### src/rtl/stm_pkg.sv
package stm_pkg;
    localparam int DATA_W = 32;
    localparam int PRE_W  = 16;
    localparam int ADDR_W = 4;

    localparam int BIT_RESTART = PRE_W + 2;

    localparam logic [PRE_W-1:0]  PRESC_RST = PRE_W'(1) << (PRE_W - 1);
    localparam logic [DATA_W-1:0] ALARM_OFF = '1;

    typedef enum logic [1:0] {
        SEL_CTRL   = 2'd0,
        SEL_ALARM  = 2'd1,
        SEL_COUNT  = 2'd2,
        SEL_STATUS = 2'd3
    } reg_sel_e;

    // enable bits sit directly above the prescale field; status bit n pairs with enable bit n
    typedef struct packed {
        logic             ien_inc;
        logic             ien_alm;
        logic [PRE_W-1:0] presc;
    } ctrl_t;

    typedef struct packed {
        logic inc;
        logic alm;
    } status_t;

    function automatic logic addr_hit(input logic [ADDR_W-1:0] a, input reg_sel_e sel);
        return (a[1:0] == 2'b00) && (reg_sel_e'(a[ADDR_W-1:2]) == sel);
    endfunction

    function automatic logic [DATA_W-1:0] ctrl_word(input ctrl_t c);
        logic [DATA_W-1:0] w;
        w = '0;
        w[$bits(ctrl_t)-1:0] = c;
        return w;
    endfunction

    function automatic logic [DATA_W-1:0] status_word(input status_t s);
        logic [DATA_W-1:0] w;
        w = '0;
        w[$bits(status_t)-1:0] = s;
        return w;
    endfunction
endpackage

### src/rtl/stm_regs.sv
module stm_regs
    import stm_pkg::*;
(
    input  logic              clk,
    input  logic              rst,
    input  logic [ADDR_W-1:0] addr,
    input  logic              we,
    input  logic [DATA_W-1:0] wdata,
    input  logic              re,
    input  logic [DATA_W-1:0] cnt,
    input  status_t           status,
    output ctrl_t             ctrl,
    output logic [DATA_W-1:0] alarm,
    output logic              restart,
    output logic              status_rd,
    output logic [DATA_W-1:0] rdata
);
    logic wr_ctrl;
    logic wr_alarm;

    always_comb begin
        wr_ctrl   = we && addr_hit(addr, SEL_CTRL);
        wr_alarm  = we && addr_hit(addr, SEL_ALARM);
        restart   = wr_ctrl && wdata[BIT_RESTART];
        status_rd = re && addr_hit(addr, SEL_STATUS);
    end

    always_ff @(posedge clk) begin
        if (rst) begin
            ctrl.presc   <= PRESC_RST;
            ctrl.ien_alm <= 1'b0;
            ctrl.ien_inc <= 1'b0;
        end else if (wr_ctrl) begin
            ctrl <= ctrl_t'(wdata[$bits(ctrl_t)-1:0]);
        end
    end

    always_ff @(posedge clk) begin
        if (rst) begin
            alarm <= ALARM_OFF;
        end else if (wr_alarm) begin
            alarm <= wdata;
        end
    end

    always_comb begin
        rdata = '0;
        if (re && addr[1:0] == 2'b00) begin
            unique case (reg_sel_e'(addr[ADDR_W-1:2]))
                SEL_CTRL:   rdata = ctrl_word(ctrl);
                SEL_ALARM:  rdata = alarm;
                SEL_COUNT:  rdata = cnt;
                SEL_STATUS: rdata = status_word(status);
                default:    rdata = '0;
            endcase
        end
    end
endmodule

### src/rtl/stm_prescaler.sv
module stm_prescaler
    import stm_pkg::*;
(
    input  logic             clk,
    input  logic             rst,
    input  logic             slow_tick,
    input  logic [PRE_W-1:0] presc,
    input  logic             restart,
    output logic             inc
);
    logic [PRE_W-1:0] div_q;
    logic             run;
    logic             at_end;

    always_comb begin
        run    = presc != '0;
        // >= keeps a shrunk prescale from stranding the divider above the new limit
        at_end = run && (div_q >= presc - PRE_W'(1));
        inc    = slow_tick && at_end;
    end

    always_ff @(posedge clk) begin
        if (rst || restart) begin
            div_q <= '0;
        end else if (slow_tick && run) begin
            div_q <= at_end ? '0 : div_q + PRE_W'(1);
        end
    end
endmodule

### src/rtl/stm_counter.sv
module stm_counter
    import stm_pkg::*;
(
    input  logic              clk,
    input  logic              rst,
    input  logic              inc,
    input  logic              restart,
    input  logic [DATA_W-1:0] alarm,
    input  logic              status_rd,
    output logic [DATA_W-1:0] cnt,
    output status_t           status
);
    logic [DATA_W-1:0] cnt_nxt;
    logic              inc_evt;
    logic              alm_evt;

    always_comb begin
        cnt_nxt = cnt + DATA_W'(1);
        inc_evt = inc && !restart;
        alm_evt = inc_evt && (alarm != ALARM_OFF) && (cnt_nxt == alarm);
    end

    always_ff @(posedge clk) begin
        if (rst || restart) begin
            cnt <= '0;
        end else if (inc_evt) begin
            cnt <= cnt_nxt;
        end
    end

    // a new event wins over the clear-on-read in the same cycle
    always_ff @(posedge clk) begin
        if (rst) begin
            status <= '0;
        end else begin
            status.alm <= (status.alm && !status_rd) || alm_evt;
            status.inc <= (status.inc && !status_rd) || inc_evt;
        end
    end
endmodule

### src/rtl/sec_timer_alarm.sv
module sec_timer_alarm
    import stm_pkg::*;
(
    input  logic              clk,
    input  logic              rst,
    input  logic              slow_tick,
    input  logic [ADDR_W-1:0] bus_addr,
    input  logic              bus_we,
    input  logic [DATA_W-1:0] bus_wdata,
    input  logic              bus_re,
    output logic [DATA_W-1:0] bus_rdata,
    output logic              irq
);
    ctrl_t             ctrl;
    logic [DATA_W-1:0] alarm;
    logic [DATA_W-1:0] cnt;
    status_t           status;
    logic              restart;
    logic              status_rd;
    logic              inc;

    stm_regs u_regs (
        .clk       (clk),
        .rst       (rst),
        .addr      (bus_addr),
        .we        (bus_we),
        .wdata     (bus_wdata),
        .re        (bus_re),
        .cnt       (cnt),
        .status    (status),
        .ctrl      (ctrl),
        .alarm     (alarm),
        .restart   (restart),
        .status_rd (status_rd),
        .rdata     (bus_rdata)
    );

    stm_prescaler u_pre (
        .clk       (clk),
        .rst       (rst),
        .slow_tick (slow_tick),
        .presc     (ctrl.presc),
        .restart   (restart),
        .inc       (inc)
    );

    stm_counter u_cnt (
        .clk       (clk),
        .rst       (rst),
        .inc       (inc),
        .restart   (restart),
        .alarm     (alarm),
        .status_rd (status_rd),
        .cnt       (cnt),
        .status    (status)
    );

    assign irq = (status.alm && ctrl.ien_alm) || (status.inc && ctrl.ien_inc);
endmodule

### config.mk
export PLATFORM = sky130hd
export DESIGN_NAME = sec_timer_alarm
export DESIGN_NICKNAME = d
export VERILOG_FILES = /design/src/rtl/stm_pkg.sv /design/src/rtl/stm_regs.sv /design/src/rtl/stm_prescaler.sv /design/src/rtl/stm_counter.sv /design/src/rtl/sec_timer_alarm.sv
export SDC_FILE = /design/constraint.sdc
export NUM_CORES = 1
export LEC_CHECK = 0
export CAP_MARGIN = 20
export CORE_ASPECT_RATIO = 1.5
export CORE_MARGIN = 5
export CORE_UTILIZATION = 55
export CTS_BUF_LIST = sky130_fd_sc_hd__clkbuf_8
export CTS_CLUSTER_DIAMETER = 150
export DETAILED_ROUTE_END_ITERATION = 12
export GPL_ROUTABILITY_DRIVEN = 0
export HOLD_SLACK_MARGIN = 0.06
export PLACE_DENSITY_LB_ADDON = 0.08
export SYNTH_ARGS = -nofsm -noshare
export SYNTH_HDL_FRONTEND = slang
export SYNTH_SLANG_ARGS = --single-unit
### constraint.sdc
create_clock -name clk -period 5.1 [get_ports clk]
set_input_delay 0.765 -clock clk [delete_from_list [all_inputs] [get_ports clk]]
set_output_delay 0.765 -clock clk [all_outputs]
set_load 0.01 [all_outputs]
==> results of run 1 <==
-- power by group through the flow --
stage	clock, W	combinational, W	sequential (W)
after floorplan	0	0.000107	0.000817
after global placement	0	0.000176	0.000821
after detailed placement	0	0.000181	0.000822
after CTS	0.000533	0.000182	0.000803
after global routing	0.000565	0.000198	0.000805
final	0.000528	0.000182	0.000803
-- final timing paths --
kind,endpoint,slack (ps),depth (start not counted)
worst max-delay path,u_cnt.status[0],900,13
worst min-delay path,u_cnt.status[1],480,2
worst max register to register,u_cnt.status[0],900,13
worst min register to register,u_cnt.status[1],480,2
-- cells in the final DEF, fill, tap and decap left out, types with 7 or more instances in the layout --
master	synthesis	routed
nand2_1	143	143
nor2_1	107	107
dfxtp_1	100	100
clkdlybuf4s50_1	0	73
xor2_1	51	51
a21oi_1	50	50
xnor2_1	49	49
nand3b_1	34	34
nand4_1	28	28
nand3_1	25	25
ha_1	19	19
mux2i_1	17	17
and3_1	14	14
a22oi_1	14	14
nor3_1	11	11
nor4_1	10	10
buf_4	1	10
o21ai_0	9	9
inv_1	8	9
or3_1	9	9
clkbuf_8	0	9
and4_1	7	7
-- stage by stage --
step	std cells	hold WS (ps)	utilization, %	setup slack (ps)	total power, W
3_3_place_gp	1001	459	62.4	1080	0.000998
4_1_cts	1017	484	64.2	908	0.00152
2_1_floorplan	822	446	-	1570	0.000924
3_5_place_dp	1001	471	62.4	959	0.00100
5_1_grt	1017	508	64.2	719	0.00157
6_report	1017	482	64.2	903	0.00151
-- flip-flops by register name, summed over array words and instances, names as in the netlist --
signal,cells
u_regs.alarm,32
u_regs.ctrl,18
u_pre.div_q,16
u_cnt.cnt,32
u_cnt.status,2
-- per-layer routing --
layer / routed length [um] / part of all wire [%]
met1: 7010 / 38
met2: 9730 / 53
met3: 642 / 3.5
met4: 1040 / 5.6
met5: 0 / 0
-- area by class of cell --
type                       instances  area share (%)
clock buffer                       9            1.69
clock inverter                     7            1.01
inverter                           8           0.410
multi-input combinational        660            56.0
sequential                       100            27.3
tap                              150            2.56
timing repair buffer              83            11.0
-- worst max-delay path, stage by stage, from the launching register on --
cell       delay, ps
dfxtp_1          390
or4_1            610
or3_1            350
nor2_1           130
xnor2_1           80
ha_1             310
nand4_1          100
a2111oi_0        440
nor4_1           150
nor3b_4          210
buf_4            390
o2111ai_1        160
or4_1            540
o31ai_1          230
-- cells by family (layout without fill, tap and decap cells) --
group | Yosys count | after routing | share of synthesized area [%]
AO/OA/AOI/OAI | 101 | 101 | 9.82
multiplexers | 19 | 19 | 3.39
AND/OR/NAND/NOR | 421 | 421 | 33.7
flip-flops | 100 | 100 | 31.6
adder cells (fa/ha/maj) | 19 | 19 | 3.75
XOR/XNOR | 100 | 100 | 13.8
buffers and inverters | 62 | 107 | 3.98
==> PnR_summary.wiki, run 1 <==
{| class="wikitable"
! Metric !! Value
|-
| Final antenna-violating net count || 0
|-
| Layout area overhead || 15.4%
|-
| # resized after CTS || 0
|-
| Fin crit period || 4200 ps
|-
| Setup repair after global routing missed its margin || no
|-
| Post-Synthesis Net Count || between 800 and 900
|-
| Via count of the first global-routing pass || 6024
|-
| Top-count cell post-synth || nand2_1
|-
| VDD IR-drop max || just over 100 uV
|-
| Met2 track demand over resource || 50.0%
|-
| Nets || 922
|-
| Num Clock Sinks || 100
|-
| Max Clock Freq || roughly 0.24 GHz
|-
| Die height || 142 um
|-
| Fillers || around 1000
|-
| Critical Path End Type || flip-flop
|-
| Part of the total power dissipated in the clock network || 34.9%
|-
| Fin crit share || 82.3%
|-
| Clock buffer count from CTS || 9
|-
| Share of flip-flops with an asynchronous set or reset || 0%
|-
| Critical path data required time || around 5400 ps
|-
| Synth Flop Type || dfxtp_1
|-
| Layout Skew || 19.8 ps
|-
| Layout cell share with drive strength beyond 1 || 5.07%
|-
| Cell area after synthesis || about 0.0063 mm2
|-
| Max_cap viols || 0
|-
| Fraction of met1 tracks used by global routing || 27.7%
|-
| Number of rows in the core area || 48
|-
| Library cell with the largest summed area after synthesis || dfxtp_1
|-
| DP Area || slightly above 0.007 mm2
|-
| Area used by sequential logic in the layout || 0.00200 mm2
|-
| Part of the total power dissipated in combinational logic || 12.0%
|-
| Dominant cells by area after synthesis || dfxtp_1 (32%), nand2_1 (8.5%), xor2_1 (7.0%), xnor2_1 (6.8%), nor2_1 (6.3%)
|-
| Run status || complete, no violations
|-
| Cell variety after synth || 58
|-
| Met3 usage || 3.39%
|-
| Multi-input gate area || 0.00410 mm2
|-
| Hold Buf Count CTS || 0
|-
| Number of I/O port buffers || 73
|-
| Layer with the highest usage after global routing || met2
|-
| Total number of vias || 6075
|-
| Number of warnings printed during yosys synthesis || 0
|-
| Routed wirelength normalized by instance count || 18.1 um
|-
| Std-Cell Core Area || 0.0114 mm2
|-
| Final number of max-transition violations || 0
|-
| Crit path DAT || 4490 ps
|-
| Total Wirelength || 18.4 mm
|-
| Width of the die || 97.7 um
|-
| Startpoint type of the worst setup path || flip-flop
|-
| Hold Startpoint || u_cnt.status[1]
|-
| Type of the worst min-delay path || reg -> reg
|-
| Fraction of power spent switching nets || a little over a quarter
|-
| Area fraction of the dominant cell type after synthesis || a little under a third
|-
| Post-Layout Inst Area || around 0.0073 mm2
|-
| Iter 0 DRT Violations || 370
|-
| DR DRC count || 0
|-
| Setup violators final || 0
|-
| Post-detailed-route via-to-cell ratio || ~6.0
|-
| Headroom to the max-slew limit || 46.9%
|-
| Post-synth EDFFs || 0
|-
| Sequential cell fraction of total power || 53.1%
|-
| PwrDens || 207 mW/mm2
|-
| Static Leakage || roughly 2.8 nW
|-
| Register bit total from synthesis || 100
|-
| Initial Utilization || 55.6%
|-
| Number of iterations in the first detailed-routing pass || 5
|-
| Setup Crit Path Kind || reg -> reg
|-
| GRT Util Overall || 26.6%
|-
| Biggest fanout along the worst timing path || 36
|-
| Launching element of the worst setup path || u_regs.ctrl[5]
|-
| Transition time at the pin with the least slew margin || 797 ps
|-
| H-tree Lvls || 3
|-
| CTS tree || done
|-
| Max Root-Sink Buffers || 2
|-
| Fraction of the yosys area taken by sequential cells || 31.6%
|-
| Clock Tree Root || clkbuf_8
|-
| Synthesized instance count || 822
|-
| Placed wire-length estimate after detailed placement || 13.9 mm
|-
| Initial antenna violation count || 0
|-
| Launching point of the worst reg2reg path || u_regs.ctrl[5]
|-
| Total grt overflow || 0
|-
| Clock edge transition at the registers on the reported setup and hold paths || around 100 ps
|-
| Total negative slack for setup checks || 0 ps
|-
| Total die area || 0.0138 mm2
|-
| Number of setup buffers added after CTS || 0
|-
| Largest net degree at the start of global routing || 53
|-
| Cell internal pwr || ~0.0011 W
|-
| Global-route wire length before repair || 29.8 mm
|-
| Clock latency on the worst-skew pair || 390 ps
|-
| Number of I/O pins || 74
|-
| Hold Violations, Final || 0
|-
| Net switching power || 0.000405 W
|-
| Avg Synthesized Cell Area || between 7 and 8 um2
|-
| Antenna Diode Count || 0
|-
| List of most frequent post-synthesis cells || nand2_1 (143), nor2_1 (107), dfxtp_1 (100)
|}
No activity file was read; power rests on OpenSTA's default activity.
==> run 2: changes to the inputs <==
- clock period: 5.1 -> 4.2 ns (I/O delays scaled with it)
==> run 2 against run 1 <==
Compared with the run above: flip-flop and latch count is the same; combinational power rose by 20%; core utilization grew 0.055 points; clock power rose by 12%; hold slack worse by 4.8 ps; cell count is essentially flat; routed wire length is 2.0% lower; highest routed layer unchanged; register-to-register slack got worse by 610 ps.
==> PnR_summary.wiki, run 2 (synthesis gave the netlist of run 1 again) <==
{| class="wikitable"
! Metric !! Value
|-
| Clock latency on the worst-skew pair || 380 ps
|-
| Hold Violations, Final || 0
|-
| Part of the total power dissipated in combinational logic || 12.3%
|-
| Total grt overflow || 0
|-
| Setup repair after global routing missed its margin || no
|-
| Via count of the first global-routing pass || approximately 6000
|-
| CTS tree || done
|-
| Post-detailed-route via-to-cell ratio || 5.86
|-
| Startpoint type of the worst setup path || flip-flop
|-
| Most frequent cell on the critical path || or4_1
|-
| H-tree Lvls || 3
|-
| Number of I/O port buffers || 73
|-
| Number of setup buffers added after CTS || 0
|-
| Transition time at the pin with the least slew margin || 814 ps
|-
| Final number of max-transition violations || 0
|-
| Max_cap viols || 0
|-
| Number of I/O pins || 74
|-
| Nets || 923
|-
| Leading cell type in the layout, fill and taps excluded || nand2_1
|-
| Max Root-Sink Buffers || 2
|-
| Iter 0 DRT Violations || 255
|-
| Clock Tree Root || clkbuf_8
|-
| Worst hold-check slack || 478 ps
|-
| Largest net degree at the start of global routing || 53
|-
| Layout cell share with drive strength beyond 1 || 5.41%
|-
| DR DRC count || 0
|-
| Total number of vias || 5965
|-
| Setup violators final || 0
|-
| Total Power || 0.00179 W
|-
| Critical path cell sequence || or4_1 -> or3_1 -> nor2_1 -> xnor2_1 -> ha_1 -> nand4_1 -> a2111oi_0 -> nor4_1 -> nor3b_4 -> o2111ai_1 -> or4_1 -> o31ai_1
|-
| Total Wirelength || 18.1 mm
|-
| Clock buffer count from CTS || 9
|-
| Clock edge transition at the registers on the reported setup and hold paths || 100 ps
|-
| Number of rows in the core area || between 40 and 50
|-
| Biggest fanout along the worst timing path || 7
|-
| Hold Buf Count CTS || 0
|-
| Total negative slack for setup checks || 0 ps
|-
| Critical Path End Type || flip-flop
|-
| Setup Crit Path Kind || reg -> reg
|-
| Die height || 142 um
|-
| Fin crit share || 93.1%
|-
| Crit path DAT || 4200 ps
|-
| Placed insts || 1002
|-
| Sequential cell fraction of total power || roughly 55%
|-
| # resized after CTS || 0
|-
| Total die area || 0.0138 mm2
|-
| Layout Skew || between 10 and 15 ps
|-
| Biggest registers after layout || u_cnt.cnt: 32 flops, u_regs.alarm: 32 flops, u_regs.ctrl: 18 flops
|-
| Most used cells in the layout excluding fill and tap cells || nand2_1 (143), nor2_1 (107), dfxtp_1 (100), clkdlybuf4s50_1 (73), xor2_1 (51)
|-
| CP max-delay cell || or4_1
|-
| Fraction of power spent switching nets || 27.0%
|-
| Placed wire-length estimate after detailed placement || ~14 mm
|-
| Cell internal pwr || between 0.001 and 0.0015 W
|-
| Initial antenna violation count || 0
|-
| PwrDens || between 200 and 250 mW/mm2
|-
| Std-Cell Core Area || 0.0114 mm2
|-
| Number of iterations in the first detailed-routing pass || 5
|-
| Layout area overhead || 15.5%
|-
| Width of the die || 97.7 um
|-
| Critical path data required time || 4490 ps
|-
| Fin crit period || just under 4000 ps
|-
| Net switching power || 0.000483 W
|-
| GRT Util Overall || 26.4%
|-
| Final non-filler cell total || 1018
|-
| Headroom to the max-slew limit || 45.7%
|-
| Part of the total power dissipated in the clock network || 33.2%
|-
| Global-route wire length before repair || 29.4 mm
|-
| Run status || complete, no violations
|-
| Minimum setup slack among reg-to-reg paths || 290 ps
|-
| Num Clock Sinks || 100
|-
| Routed wirelength normalized by instance count || between 15 and 20 um
|-
| Static Leakage || 2.79 nW
|-
| Antenna Diode Count || 0
|-
| Initial Utilization || 55.6%
|-
| Type of the worst min-delay path || reg -> reg
|-
| VDD IR-drop max || 142 uV
|-
| Final antenna-violating net count || 0
|-
| Max Clock Freq || 0.256 GHz
|-
| Stage delay of the slowest cell on the critical path || 610 ps
|}
==> run 2: path summary, 6_finish.rpt <==
| kind | cells past startpoint | end | start |
|---|---|---|---|
| max | 12 | u_cnt.status[0] | u_regs.ctrl[5] |
| min | 2 | u_cnt.status[1] | u_cnt.status[1] |
| max reg2reg | 12 | u_cnt.status[0] | u_regs.ctrl[5] |
| min reg2reg | 2 | u_cnt.status[1] | u_cnt.status[1] |
==> run 2: stage by stage <==
stage          worst slack [ps]  cell area [um2]  util [%]
2_1_floorplan               674             6340         -
3_3_place_gp                555             7140      62.6
3_5_place_dp                363             7140      62.6
4_1_cts                     337             7330      64.2
5_1_grt                    87.3             7330      64.2
6_report                    288             7330      64.2
==> run 2: layout make-up <==
type	instances	area, um2
multi-input cells	660	4100
fillers	1024	4080
flip-flops and latches	100	2000
repair buffers	84	826
well taps	150	188
clock buffers	10	138
clock inverters	6	46.3
inverters	8	30.0
==> run 2: power by group through the flow <==
stage               clock network (W)  registers (W)  logic (W)
floorplan                           0       0.000992   0.000130
global placement                    0       0.000997   0.000215
detailed placement                  0       0.000998   0.000218
CTS                          0.000603       0.000976   0.000220
global route                 0.000652       0.000978   0.000240
finish                       0.000594       0.000976   0.000219
==> run 2: metal layers <==
metal / global-route usage, % / routed length, um
met1: 28.5 / 6910
met2: 48.6 / 9500
met3: 3.84 / 725
met4: 15.2 / 917
met5: 0 / 0
==> run 2: worst max-delay path, delay by kind of cell (launching register included) <==
kind	cells	cell delay [ps]
adders and majority gates	1	320
AOI/OAI and AO/OA	3	830
DFF	1	390
and+or+nand+nor	7	2180
xor gates and xnor gates	1	90
